[config.mk]
export PLATFORM = sky130hd
export DESIGN_NAME = irq_bank_ctrl
export DESIGN_NICKNAME = d
export VERILOG_FILES = /design/src/rtl/irqc_pkg.sv /design/src/rtl/irqc_decode.sv /design/src/rtl/irqc_bank.sv /design/src/rtl/irqc_prio.sv /design/src/rtl/irq_bank_ctrl.sv
export SDC_FILE = /design/constraint.sdc
export NUM_CORES = 1
export LEC_CHECK = 0
export BUFFER_PORTS_ARGS = -buffer_cell sky130_fd_sc_hd__buf_2
export CAP_MARGIN = 40
export CORE_ASPECT_RATIO = 2
export CORE_MARGIN = 5
export CORE_UTILIZATION = 45
export CTS_CLUSTER_DIAMETER = 40
export DETAILED_ROUTE_END_ITERATION = 8
export PLACE_DENSITY_LB_ADDON = 0.12
export RECOVER_POWER = 50
export SLEW_MARGIN = 20
export SYNTH_ARGS = -nofsm -noshare
export SYNTH_HDL_FRONTEND = slang
export SYNTH_SLANG_ARGS = --single-unit
[constraint.sdc]
create_clock -name clk -period 6.1 [get_ports clk]
set_input_delay 1.83 -clock clk [delete_from_list [all_inputs] [get_ports clk]]
set_output_delay 1.83 -clock clk [all_outputs]
set_load 0.02 [all_outputs]
[src/rtl/irqc_pkg.sv]
package irqc_pkg;

    localparam int ADDR_W = 6;

    // high nibble pair of the byte offset selects the bank
    localparam logic [1:0] BANK0_TAG = 2'b10;   // 0x20..0x2C
    localparam logic [1:0] BANK1_TAG = 2'b01;   // 0x10..0x1C

    typedef enum logic [1:0] {
        REG_EVENT  = 2'd0,
        REG_ENABLE = 2'd1,
        REG_ACK    = 2'd2,
        REG_RAW    = 2'd3
    } reg_sel_e;

endpackage

[src/rtl/irqc_decode.sv]
module irqc_decode
    import irqc_pkg::*;
(
    input  logic              bus_sel,
    input  logic              bus_we,
    input  logic [ADDR_W-1:0] bus_addr,
    output logic [1:0]        bank_hit,
    output reg_sel_e          reg_sel,
    output logic [1:0]        en_wr,
    output logic [1:0]        ack_wr,
    output logic              rd_req
);

    logic aligned;

    always_comb begin
        aligned     = (bus_addr[1:0] == 2'b00);
        bank_hit[0] = bus_sel && aligned && (bus_addr[5:4] == BANK0_TAG);
        bank_hit[1] = bus_sel && aligned && (bus_addr[5:4] == BANK1_TAG);
        reg_sel     = reg_sel_e'(bus_addr[3:2]);
        rd_req      = bus_sel && !bus_we;
        for (int b = 0; b < 2; b++) begin
            en_wr[b]  = bank_hit[b] && bus_we && (reg_sel == REG_ENABLE);
            ack_wr[b] = bank_hit[b] && bus_we && (reg_sel == REG_ACK);
        end
    end

endmodule

[src/rtl/irqc_bank.sv]
module irqc_bank #(
    parameter int           W        = 32,
    parameter logic [W-1:0] LVL_MASK = '0
) (
    input  logic         clk,
    input  logic         rst_n,
    input  logic [W-1:0] src_in,
    input  logic         en_wr,
    input  logic         ack_wr,
    input  logic [W-1:0] wdata,
    output logic [W-1:0] event_q,
    output logic [W-1:0] enable_q,
    output logic [W-1:0] pending
);

    logic [W-1:0] prev_q;
    logic [W-1:0] rise;
    logic [W-1:0] ack_bits;

    always_comb begin
        rise     = src_in & ~prev_q;
        ack_bits = ack_wr ? wdata : '0;
        pending  = (event_q | (src_in & LVL_MASK)) & enable_q;
    end

    always_ff @(posedge clk or negedge rst_n) begin
        if (!rst_n) begin
            prev_q   <= '0;
            enable_q <= '0;
            event_q  <= '0;
        end else begin
            prev_q  <= src_in;
            // old enable gates the rise, so enabling a high input latches nothing
            event_q <= (event_q & ~ack_bits) | (rise & enable_q);
            if (en_wr) begin
                enable_q <= wdata;
            end
        end
    end

    AST_EN_READBACK: assert property (@(posedge clk) disable iff (!rst_n)
        en_wr |=> (enable_q == $past(wdata)));

    AST_NO_EVENT_DISABLED: assert property (@(posedge clk) disable iff (!rst_n)
        rst_n |=> ((event_q & ~$past(event_q) & ~$past(enable_q)) == '0));

    AST_ACK_CLEARS: assert property (@(posedge clk) disable iff (!rst_n)
        ack_wr |=> ((event_q & $past(wdata & ~(rise & enable_q))) == '0));

    AST_ACK_ZERO_KEEPS: assert property (@(posedge clk) disable iff (!rst_n)
        ack_wr |=> ((event_q & $past(~wdata & event_q)) == $past(~wdata & event_q)));

endmodule

[src/rtl/irqc_prio.sv]
module irqc_prio #(
    parameter int W    = 32,
    parameter int ID_W = $clog2(2 * W)
) (
    input  logic [W-1:0]    pend_lo,
    input  logic [W-1:0]    pend_hi,
    output logic            valid,
    output logic [ID_W-1:0] id
);

    localparam int IDX_W = $clog2(W);

    logic [1:0][IDX_W-1:0] top_idx;
    logic [1:0]            any;

    generate
        for (genvar b = 0; b < 2; b++) begin : g_scan
            logic [W-1:0] vec;
            assign vec = (b == 0) ? pend_lo : pend_hi;
            always_comb begin
                top_idx[b] = '0;
                for (int i = 0; i < W; i++) begin
                    if (vec[i]) begin
                        top_idx[b] = IDX_W'(i);
                    end
                end
                any[b] = |vec;
            end
        end
    endgenerate

    always_comb begin
        valid = |any;
        if (any[1]) begin
            id = {1'b1, top_idx[1]};
        end else if (any[0]) begin
            id = {1'b0, top_idx[0]};
        end else begin
            id = '0;
        end
    end

endmodule

[src/rtl/irq_bank_ctrl.sv]
module irq_bank_ctrl
    import irqc_pkg::*;
#(
    parameter int                  BANK_W      = 32,
    parameter logic [2*BANK_W-1:0] LEVEL_MASKS = {32'h3ff0_0000, 32'h1ff0_0000}
) (
    input  logic                          clk,
    input  logic                          rst_n,
    input  logic [2*BANK_W-1:0]           irq_in,
    input  logic                          bus_sel,
    input  logic                          bus_we,
    input  logic [ADDR_W-1:0]             bus_addr,
    input  logic [BANK_W-1:0]             bus_wdata,
    output logic [BANK_W-1:0]             bus_rdata,
    output logic                          irq_req,
    output logic                          top_valid,
    output logic [$clog2(2*BANK_W)-1:0]   top_id
);

    localparam int SRC_N = 2 * BANK_W;
    localparam int ID_W  = $clog2(SRC_N);

    logic [1:0]        bank_hit;
    reg_sel_e          reg_sel;
    logic [1:0]        en_wr;
    logic [1:0]        ack_wr;
    logic              rd_req;

    logic [1:0][BANK_W-1:0] ev;
    logic [1:0][BANK_W-1:0] en;
    logic [1:0][BANK_W-1:0] pend;

    irqc_decode u_dec (
        .bus_sel  (bus_sel),
        .bus_we   (bus_we),
        .bus_addr (bus_addr),
        .bank_hit (bank_hit),
        .reg_sel  (reg_sel),
        .en_wr    (en_wr),
        .ack_wr   (ack_wr),
        .rd_req   (rd_req)
    );

    generate
        for (genvar b = 0; b < 2; b++) begin : g_bank
            irqc_bank #(
                .W        (BANK_W),
                .LVL_MASK (LEVEL_MASKS[b*BANK_W +: BANK_W])
            ) u_bank (
                .clk      (clk),
                .rst_n    (rst_n),
                .src_in   (irq_in[b*BANK_W +: BANK_W]),
                .en_wr    (en_wr[b]),
                .ack_wr   (ack_wr[b]),
                .wdata    (bus_wdata),
                .event_q  (ev[b]),
                .enable_q (en[b]),
                .pending  (pend[b])
            );
        end
    endgenerate

    irqc_prio #(
        .W    (BANK_W),
        .ID_W (ID_W)
    ) u_prio (
        .pend_lo (pend[0]),
        .pend_hi (pend[1]),
        .valid   (top_valid),
        .id      (top_id)
    );

    assign irq_req = |{pend[1], pend[0]};

    // registered read port
    always_ff @(posedge clk or negedge rst_n) begin
        if (!rst_n) begin
            bus_rdata <= '0;
        end else begin
            bus_rdata <= '0;
            if (rd_req && (|bank_hit)) begin
                unique case (reg_sel)
                    REG_EVENT:  bus_rdata <= bank_hit[1] ? ev[1] : ev[0];
                    REG_ENABLE: bus_rdata <= bank_hit[1] ? en[1] : en[0];
                    REG_ACK:    bus_rdata <= '0;
                    REG_RAW:    bus_rdata <= bank_hit[1] ? irq_in[BANK_W +: BANK_W]
                                                         : irq_in[0 +: BANK_W];
                    default:    bus_rdata <= '0;
                endcase
            end
        end
    end

    AST_REQ_VALID: assert property (@(posedge clk) disable iff (!rst_n)
        irq_req == top_valid);

    AST_TOP_PENDING: assert property (@(posedge clk) disable iff (!rst_n)
        top_valid |-> pend[top_id[ID_W-1]][top_id[ID_W-2:0]]);

    AST_IDLE_ID_ZERO: assert property (@(posedge clk) disable iff (!rst_n)
        !top_valid |-> (top_id == '0));

    AST_UNMAPPED_ZERO: assert property (@(posedge clk) disable iff (!rst_n)
        (rd_req && !(|bank_hit)) |=> (bus_rdata == '0));

    AST_NO_READ_ZERO: assert property (@(posedge clk) disable iff (!rst_n)
        !rd_req |=> (bus_rdata == '0));

endmodule

* Word-level counts from Yosys, hierarchy flattened
Index checks and enable logic that the tools add are counted.
Word-level totals: bits in registers 224, output and inout port bits 40
Cells by class: equal/unequal tests 5, multiplexer cells 71, bitwise operators 16, reduce and logical (&&, ||, !) cells 18
Operators by type and width (number):
- $and 32x32->32 | 8
- $mux 32 | 6
- $mux 5 | 33
- $not 32->32 | 4
- $pmux 32 s4 | 1
- $mux 4 | 16
- $or 32x32->32 | 2
- $reduce_or 32->1 | 2
- $reduce_or 64->1 | 1
- $or 32x29->32 | 1
- $or 32x30->32 | 1
- $mux 3 | 8
- $logic_and 1x1->1 | 11
- $mux 2 | 4
- $eq 2x2->1 const B | 3
- $mux 6 | 1
- $eq 2x1->1 const B | 2
- $logic_not 2->1 | 2
- $mux 1 | 2
- $reduce_or 2->1 | 1
- $logic_not 1->1 | 1

* Logic depth before layout (Yosys ltp)
Gate-level depths: netlist of the first run.
depth after elaboration 35, depth in mapped cells 9, gate-level depth less buffers 7

* By module
Synthesis of the first run repeated with hierarchy kept, for this count alone.
Second synthesis, totals: cell total of the unflattened synthesis 931, area, all modules 10929.2 um^2
Modules (own cells, without submodules):
- irqc_bank (g_bank[1].u_bank) | instances 1, cells an instance 263, area an instance 3694.8 um^2
- irqc_bank (g_bank[0].u_bank) | instances 1, cells an instance 263, area an instance 3693.5 um^2
- irq_bank_ctrl | instances 1, cells an instance 263, area an instance 2683.8 um^2
- irqc_prio | instances 1, cells an instance 128, area an instance 767.0 um^2
- irqc_decode | instances 1, cells an instance 14, area an instance 90.1 um^2

* Worst setup path before layout of the first run
OpenSTA, ideal clock, no wires.
path type input to output, start point input irq_in[61], end point output top_id[0], data arrival time 3347 ps, required time 4270 ps, path slack 923 ps, stages 7, buffers on the path 0, path through o21ai_0 > nand3_2 > nor4_4 > nand2_2 > a21oi_2 > a21boi_1 > o22ai_1
On the way: cells in the longest elaborated chain, start to end 6, elaborated cells between the ends (all ways) 7, those cells by class mux: 4; bitwise: 2; reduce/logical: 1
Ends and longest elaborated chain:
- start: declaration | line irq_bank_ctrl.sv:9 | input logic [2*BANK_W-1:0] irq_in,
- $or 32x30->32 * | line irqc_bank.sv:23 | pending = (event_q | (src_in & LVL_MASK)) & enable_q;
- $and 32x32->32 * | line irqc_bank.sv:23
- $mux 5 (3 in a row) | line irqc_prio.sv:23 | if (vec[i]) begin
- $mux 6 * | line irqc_prio.sv:34 | if (any[1]) begin
- end: declaration | line irq_bank_ctrl.sv:17 | output logic [$clog2(2*BANK_W)-1:0] top_id
Mark *: on every way between the ends. The rest lies on a longest branch, timed or not.

* Worst setup path in the final report of the first run
start point input irq_in[58], end point output top_id[0]
On the way: cells in the longest elaborated chain, start to end 9, elaborated cells between the ends (all ways) 10, those cells by class mux: 7; bitwise: 2; reduce/logical: 1
Ends and longest elaborated chain (line):
- $or 32x30->32 * | irqc_bank.sv:23
- $and 32x32->32 * | irqc_bank.sv:23
- $mux 5 (6 in a row) | irqc_prio.sv:23
- $mux 6 * | irqc_prio.sv:34
Marks and branches as above.

==> results of run 1 <==
==> critical path, cell delays in order <==
cell and delay, ns:
sky130_fd_sc_hd__clkbuf_1 0.12, sky130_fd_sc_hd__o21ai_0 0.49, sky130_fd_sc_hd__nand4_1 0.31, sky130_fd_sc_hd__nor4_4 0.28, sky130_fd_sc_hd__nand2_2 0.10, sky130_fd_sc_hd__a21oi_2 0.15, sky130_fd_sc_hd__a21boi_1 0.08, sky130_fd_sc_hd__o22ai_1 0.17
sky130_fd_sc_hd__buf_2 0.20
==> cells in the mapped netlist (2+ instances only) <==
cell type	instances
sky130_fd_sc_hd__o31ai_1	2
sky130_fd_sc_hd__nand2b_1	2
sky130_fd_sc_hd__buf_4	2
sky130_fd_sc_hd__o22a_1	8
sky130_fd_sc_hd__a21boi_0	2
sky130_fd_sc_hd__a32o_1	44
sky130_fd_sc_hd__a211oi_1	2
sky130_fd_sc_hd__a221oi_1	17
sky130_fd_sc_hd__o211ai_1	3
sky130_fd_sc_hd__nor3_1	2
sky130_fd_sc_hd__inv_1	45
sky130_fd_sc_hd__mux4_2	23
sky130_fd_sc_hd__mux2i_1	8
sky130_fd_sc_hd__mux2_2	64
sky130_fd_sc_hd__nand4_1	8
sky130_fd_sc_hd__buf_2	16
sky130_fd_sc_hd__nand2_1	229
sky130_fd_sc_hd__a22oi_1	40
sky130_fd_sc_hd__a31oi_1	5
sky130_fd_sc_hd__o21ai_0	49
sky130_fd_sc_hd__nand3_1	11
sky130_fd_sc_hd__a22o_1	6
sky130_fd_sc_hd__nor2_1	45
sky130_fd_sc_hd__a222oi_1	3
sky130_fd_sc_hd__clkbuf_1	17
sky130_fd_sc_hd__and2_1	2
sky130_fd_sc_hd__o21ai_1	4
sky130_fd_sc_hd__a21oi_1	7
sky130_fd_sc_hd__and3_1	2
sky130_fd_sc_hd__dfrtp_1	224
sky130_fd_sc_hd__buf_6	3
sky130_fd_sc_hd__nand3b_1	4
==> worst max-delay path by stage <==
stage | end | slack [ns] | cells after the start
after floorplan | top_id[0] | 0.92 | 7
after global placement | top_id[0] | 0.63 | 9
after detailed placement | top_id[0] | 0.56 | 9
after CTS | top_id[0] | 0.56 | 9
after global routing | top_id[0] | 0.40 | 9
final | top_id[0] | 0.55 | 9
==> registers in the layout, indices dropped and copies added, names as in the netlist <==
name	flops
bus_rdata	32
g_bank.u_bank.enable_q	64
g_bank.u_bank.event_q	64
g_bank.u_bank.prev_q	64
==> power breakdown <==
| part | total [uW] | internal [uW] | switching, uW |
|---|---|---|---|
| logic | 739 | 330 | 408 |
| registers | 1920 | 1700 | 221 |
| clock network | 1600 | 956 | 645 |
| total | 4260 | 2990 | 1270 |
==> layer usage <==
layer / vias up / global-route usage, % / part of all wire (%)
li1: 3629 / - / -
met1: 4010 / 27.0 / 36
met2: 272 / 44.4 / 55
met3: 75 / 2.94 / 5.1
met4: 0 / 11.4 / 4.2
met5: - / 0 / 0
==> metrics by stage <==
step                utilization (%)  area [sq um]  total power (uW)  std cells  hold WS [ns]
finish                         54.3         12000              4260       1365         0.424
global route                   54.3         12000              4470       1365         0.450
CTS                            54.6         12100              4300       1362         0.428
detailed placement             50.7         11200              2690       1318         0.417
global placement               50.5         11200              2670       1316         0.413
floorplan                         -         10200              2370        920         0.410
==> kinds of logic (layout without fill, tap and decap cells) <==
group | after synthesis | after routing | synth area share [%]
buf+inv | 85 | 252 | 3.74
mux | 96 | 96 | 13.2
flops | 224 | 224 | 55.2
other cells | 0 | 2 | 0
compound gates | 201 | 201 | 14.9
simple gates | 314 | 314 | 13.0
==> layout make-up <==
class	count	area [sq um]
multi-input combinational	611	4200
clock buffer	28	657
inverter	45	169
fill	2029	10100
sequential	224	5610
antenna	2	5.00
clock inverter	16	219
tap	276	345
timing repair buffer	163	838
==> results_dict.tcl, run 1 <==
set metrics [dict create \
    worst-setup-path-type "in -> out" \
    drt-wirelength-per-cell_um 22.7 \
    post_route_cells_drive_above_1_share_pct 22.2 \
    grt_max_degree 127 \
    seq_area_frac_synth_pct 55.2 \
    synthesis.area_per_instance_sq_um 11.0 \
    min_delay_path_depth 1 \
    crit_required_ns 4.27 \
    timing.rr.end "bus_rdata[11]" \
    detailedRoute.firstPassIterationCount 9 \
    setup_viol_count_final 0 \
    hold_path_class "reg -> reg" \
    grt_antenna_before_repair 2 \
    synth-edff-count 0 \
    violations "max-capacitance violations, max-slew violations" \
    via_count_of_the_first_global_routing_pass 8506 \
    clock_insertion_delay_worst_skew_ns 0.53 \
    cts.root.buffer_cell "sky130_fd_sc_hd__clkbuf_16" \
    tritoncts.num_buffers 24 \
    timing_hold_violations_final 0 \
    hold_path.startpoint "g_bank[1].u_bank.prev_q[4]" \
    synth-seq-cells 224 \
    mappedNetlistNets 1026 \
    area_growth_from_synthesis_to_layout_pct 18.5 \
    die_extent_in_y_um 223 \
    syn-cell-area_sq_mm 0.0102 \
    postRouteWirelength_um 31000 \
    max_cap_viol_count 1 \
    dr_total_vias 7986 \
    number_of_setup_buffers_added_after_cts 0 \
    dieArea_sq_mm 0.0259 \
    synth_top_cell_by_area "sky130_fd_sc_hd__dfrtp_1" \
    final_min_period_over_clock_period_pct 91.0 \
    port_buffers 145 \
    cts_sinks 224 \
    final.min_clock_period_ns 5.55 \
    post_synth_main_area_contributors "sky130_fd_sc_hd__dfrtp_1, sky130_fd_sc_hd__nand2_1, sky130_fd_sc_hd__mux2_2" \
    worstSetupStartpointType "input pin" \
    timing.critical_path.arrival_ns 3.72 \
    path_max_fanout 4 \
    drt_drc_violations_left 0 \
    core.rowCount 77 \
    final_common_cell "sky130_fd_sc_hd__nand2_1" \
    regToRegSetupSlack_ns 4.72 \
    io_pins 146 \
    maxClockFrequency_ghz 0.180 \
    finalWeightedCongestion 0.848 \
    peakVddDrop_uv 292 \
    antenna_left 0 \
    cts_hold_repair.buffers 0 \
    power_density_mw_per_mm2 354 \
    timing.final.ws_setup_ns 0.549 \
    post_drt_via_cell_ratio 5.85 \
    tightestPinTransition_ns 3.19 \
    outcome "complete, but fails checks" \
    cts.clk_slew.worst_paths_ns 0.06 \
    drtIter0Drc 750 \
    design.final.nets 1175 \
    leakage_uw 0.00563 \
    maxSlewHeadroom_pct -113 \
    startpoint "irq_in[58]" \
    min_to "g_bank[1].u_bank.event_q[4]" \
    clock_path_buffers 3 \
    fin_setup_tns_ns 0 \
    final_cell_mix "sky130_fd_sc_hd__nand2_1, sky130_fd_sc_hd__dfrtp_1, sky130_fd_sc_hd__buf_2" \
    grt_util_all_layers_pct 24.2 \
    timing.reg2reg.worst_path_depth 3 \
    netlist.area_leader.share_pct 55.2 \
    synth_cells 920 \
    tritoncts_clock_tree "done" \
    drv_slew 126 \
    worst_r2r_startpoint "g_bank[0].u_bank.enable_q[11]" \
    cts_resized 0 \
    grt_first_pass_wirelength_um 48200 \
    grt-ovfl-total 0 \
    ys.flop_type "sky130_fd_sc_hd__dfrtp_1" \
    synth_warnings 0 \
    initial_utilization_pct 45.9 \
    synthArstFlopShare_pct 100 \
    rsz0062_at_grt "false" \
    ys_types 53 \
    post-dp-hpwl_um 21900 \
    post-place-ws_ns 0.559 \
    fin_skew_ns 0.00822 \
    worst_setup_ep_type "output pin" \
    clock_tree.htree_level_count 1 \
    die_width_um 116 \
    coreArea_sq_mm 0.0222 \
]
(Power assumes the default switching activity.)
==> inputs of run 2 (changes only) <==
Clock period 6.1 ns to 5.1 ns, I/O delays scaled along.
==> run 2 against run 1 <==
  * The flow still finishes with violations (max-capacitance violations, max-slew violations)
  * Worst hold slack got worse by 0.0015 ns
  * Design area increased by 0.12%
  * Combinational power increased by 21%
  * Cell count increased by 0.22%
  * Register-to-register slack got worse by 1.0 ns
==> results_dict.tcl, run 2 (synthesized netlist as in run 1, its figures left out) <==
set metrics [dict create \
    crit_path_cell_trace "clkbuf_1 -> o21ai_1 -> nand4_1 -> nor4_4 -> nand2_2 -> a21oi_2 -> o21ai_0 -> o211ai_1 -> buf_2" \
    clock_path_buffers 3 \
    tightestPinTransition_ns 2.98 \
    grt-ovfl-total 0 \
    postRouteWirelength_um 31100 \
    timing.critical_path.arrival_ns 3.33 \
    design_power_uw 4990 \
    timing_hold_violations_final 0 \
    grt_util_all_layers_pct 24.3 \
    antenna_left 0 \
    tritoncts.num_buffers 25 \
    largest_stage_delay_on_the_critical_path_ns 0.39 \
    leakage_uw 0.00564 \
    startpoint "irq_in[53]" \
    fin_skew_ns 0.0147 \
    crit_required_ns 3.57 \
    die_width_um 116 \
    cts.root.buffer_cell "sky130_fd_sc_hd__clkbuf_16" \
    final.min_clock_period_ns 4.86 \
    power_density_mw_per_mm2 414 \
    outcome "complete, but fails checks" \
    path_max_fanout 4 \
    worstSetupStartpointType "input pin" \
    worst_hold_check_slack_ns 0.423 \
    timing.rr.end "bus_rdata[11]" \
    cts_hold_repair.buffers 0 \
    worst-setup-path-type "in -> out" \
    cts.clk_slew.worst_paths_ns 0.06 \
    finalWeightedCongestion 0.854 \
    clock_tree.htree_level_count 1 \
    cp-endpoint "top_id[2]" \
    clock_insertion_delay_worst_skew_ns 0.53 \
    core.rowCount 77 \
    max_cap_viol_count 1 \
    via_count_of_the_first_global_routing_pass 8445 \
    worst_r2r_startpoint "g_bank[0].u_bank.enable_q[11]" \
    violations "max-capacitance violations, max-slew violations" \
    io_pins 146 \
    cts_sinks 224 \
    area_growth_from_synthesis_to_layout_pct 18.6 \
    initial_utilization_pct 45.9 \
    final_util_pct 54.4 \
    drt_drc_violations_left 0 \
    n_antenna_cell 0 \
    hold_path_class "reg -> reg" \
    regToRegSetupSlack_ns 3.69 \
    detailedRoute.firstPassIterationCount 6 \
    final_min_period_over_clock_period_pct 95.2 \
    grt_max_degree 116 \
    maxSlewHeadroom_pct -98.7 \
    dr_total_vias 8071 \
    setup_viol_count_final 0 \
    grt_first_pass_wirelength_um 48000 \
    peakVddDrop_uv 368 \
    worst_setup_ep_type "output pin" \
    drt-wirelength-per-cell_um 22.7 \
    coreArea_sq_mm 0.0222 \
    dieArea_sq_mm 0.0259 \
    design.final.nets 1180 \
    largest_registers "g_bank.u_bank.enable_q x64, g_bank.u_bank.event_q x64, g_bank.u_bank.prev_q x64" \
    maxClockFrequency_ghz 0.206 \
    drtIter0Drc 596 \
    timing.reg2reg.worst_path_depth 3 \
    tritoncts_clock_tree "done" \
    drv_slew 114 \
    number_of_setup_buffers_added_after_cts 0 \
    fin_setup_tns_ns 0 \
    rsz0062_at_grt "false" \
    crit_path_top_delay_cell "sky130_fd_sc_hd__nor4_4" \
    final_common_cell "sky130_fd_sc_hd__nand2_1" \
    grt_antenna_before_repair 0 \
    cts_resized 0 \
    port_buffers 145 \
    post-dp-hpwl_um 21600 \
    final_cell_mix "sky130_fd_sc_hd__nand2_1, sky130_fd_sc_hd__dfrtp_1, sky130_fd_sc_hd__buf_2" \
    post_route_cells_drive_above_1_share_pct 22.2 \
    fillCellCount 2046 \
    die_extent_in_y_um 223 \
    post_drt_via_cell_ratio 5.90 \
]
run 2: metal layers:
| layer | GRT usage (%) | wire (um) | vias up |
|---|---|---|---|
| met5 | 0 | 0 | - |
| met1 | 28.0 | 11200 | 4083 |
| li1 | - | - | 3640 |
| met3 | 2.70 | 1570 | 86 |
| met4 | 9.29 | 1190 | 0 |
| met2 | 44.7 | 17100 | 262 |
run 2: metrics by stage:
step	instances	worst slack [ns]	cell area (sq um)
3_5_place_dp	1323	0.225	11300
6_report	1368	0.244	12100
4_1_cts	1368	0.220	12100
2_1_floorplan	920	0.523	10200
5_1_grt	1368	0.0593	12100
3_3_place_gp	1322	0.267	11300
run 2: critical path: cells and delay by family:
| kind | cells | cell delay [ns] |
|---|---|---|
| AND/OR/NAND/NOR | 3 | 0.76 |
| buffers and inverters | 2 | 0.30 |
| AO/OA/AOI/OAI | 4 | 0.71 |
run 2: cell type report:
cell class                      instances  area (sq um)  share of cell area, %
Tap cell                              276           345                   2.86
Clock buffer                           36           727                   6.03
Multi-Input combinational cell        611          4200                   34.9
Timing Repair Buffer                  167           911                   7.55
Sequential cell                       224          5610                   46.5
Inverter                               45           169                   1.40
Clock inverter                          9          96.3                  0.799
run 2: power by group:
| part | total [uW] | internal (uW) | switching (uW) | leakage, uW |
|---|---|---|---|---|
| sequential | 2290 | 2030 | 260 | 0.00284 |
| clock | 1810 | 1050 | 754 | 0.000410 |
| combinational | 894 | 403 | 491 | 0.00240 |
run 2: worst min path at each step:
stage	from	to	depth (start not counted)
after floorplan	g_bank[0].u_bank.prev_q[20]	g_bank[0].u_bank.event_q[20]	1
after global placement	g_bank[1].u_bank.prev_q[4]	g_bank[1].u_bank.event_q[4]	1
after detailed placement	g_bank[1].u_bank.prev_q[6]	g_bank[1].u_bank.event_q[6]	1
after CTS	g_bank[1].u_bank.prev_q[6]	g_bank[1].u_bank.event_q[6]	1
after global routing	g_bank[1].u_bank.prev_q[4]	g_bank[1].u_bank.event_q[4]	1
final	g_bank[1].u_bank.prev_q[6]	g_bank[1].u_bank.event_q[6]	1
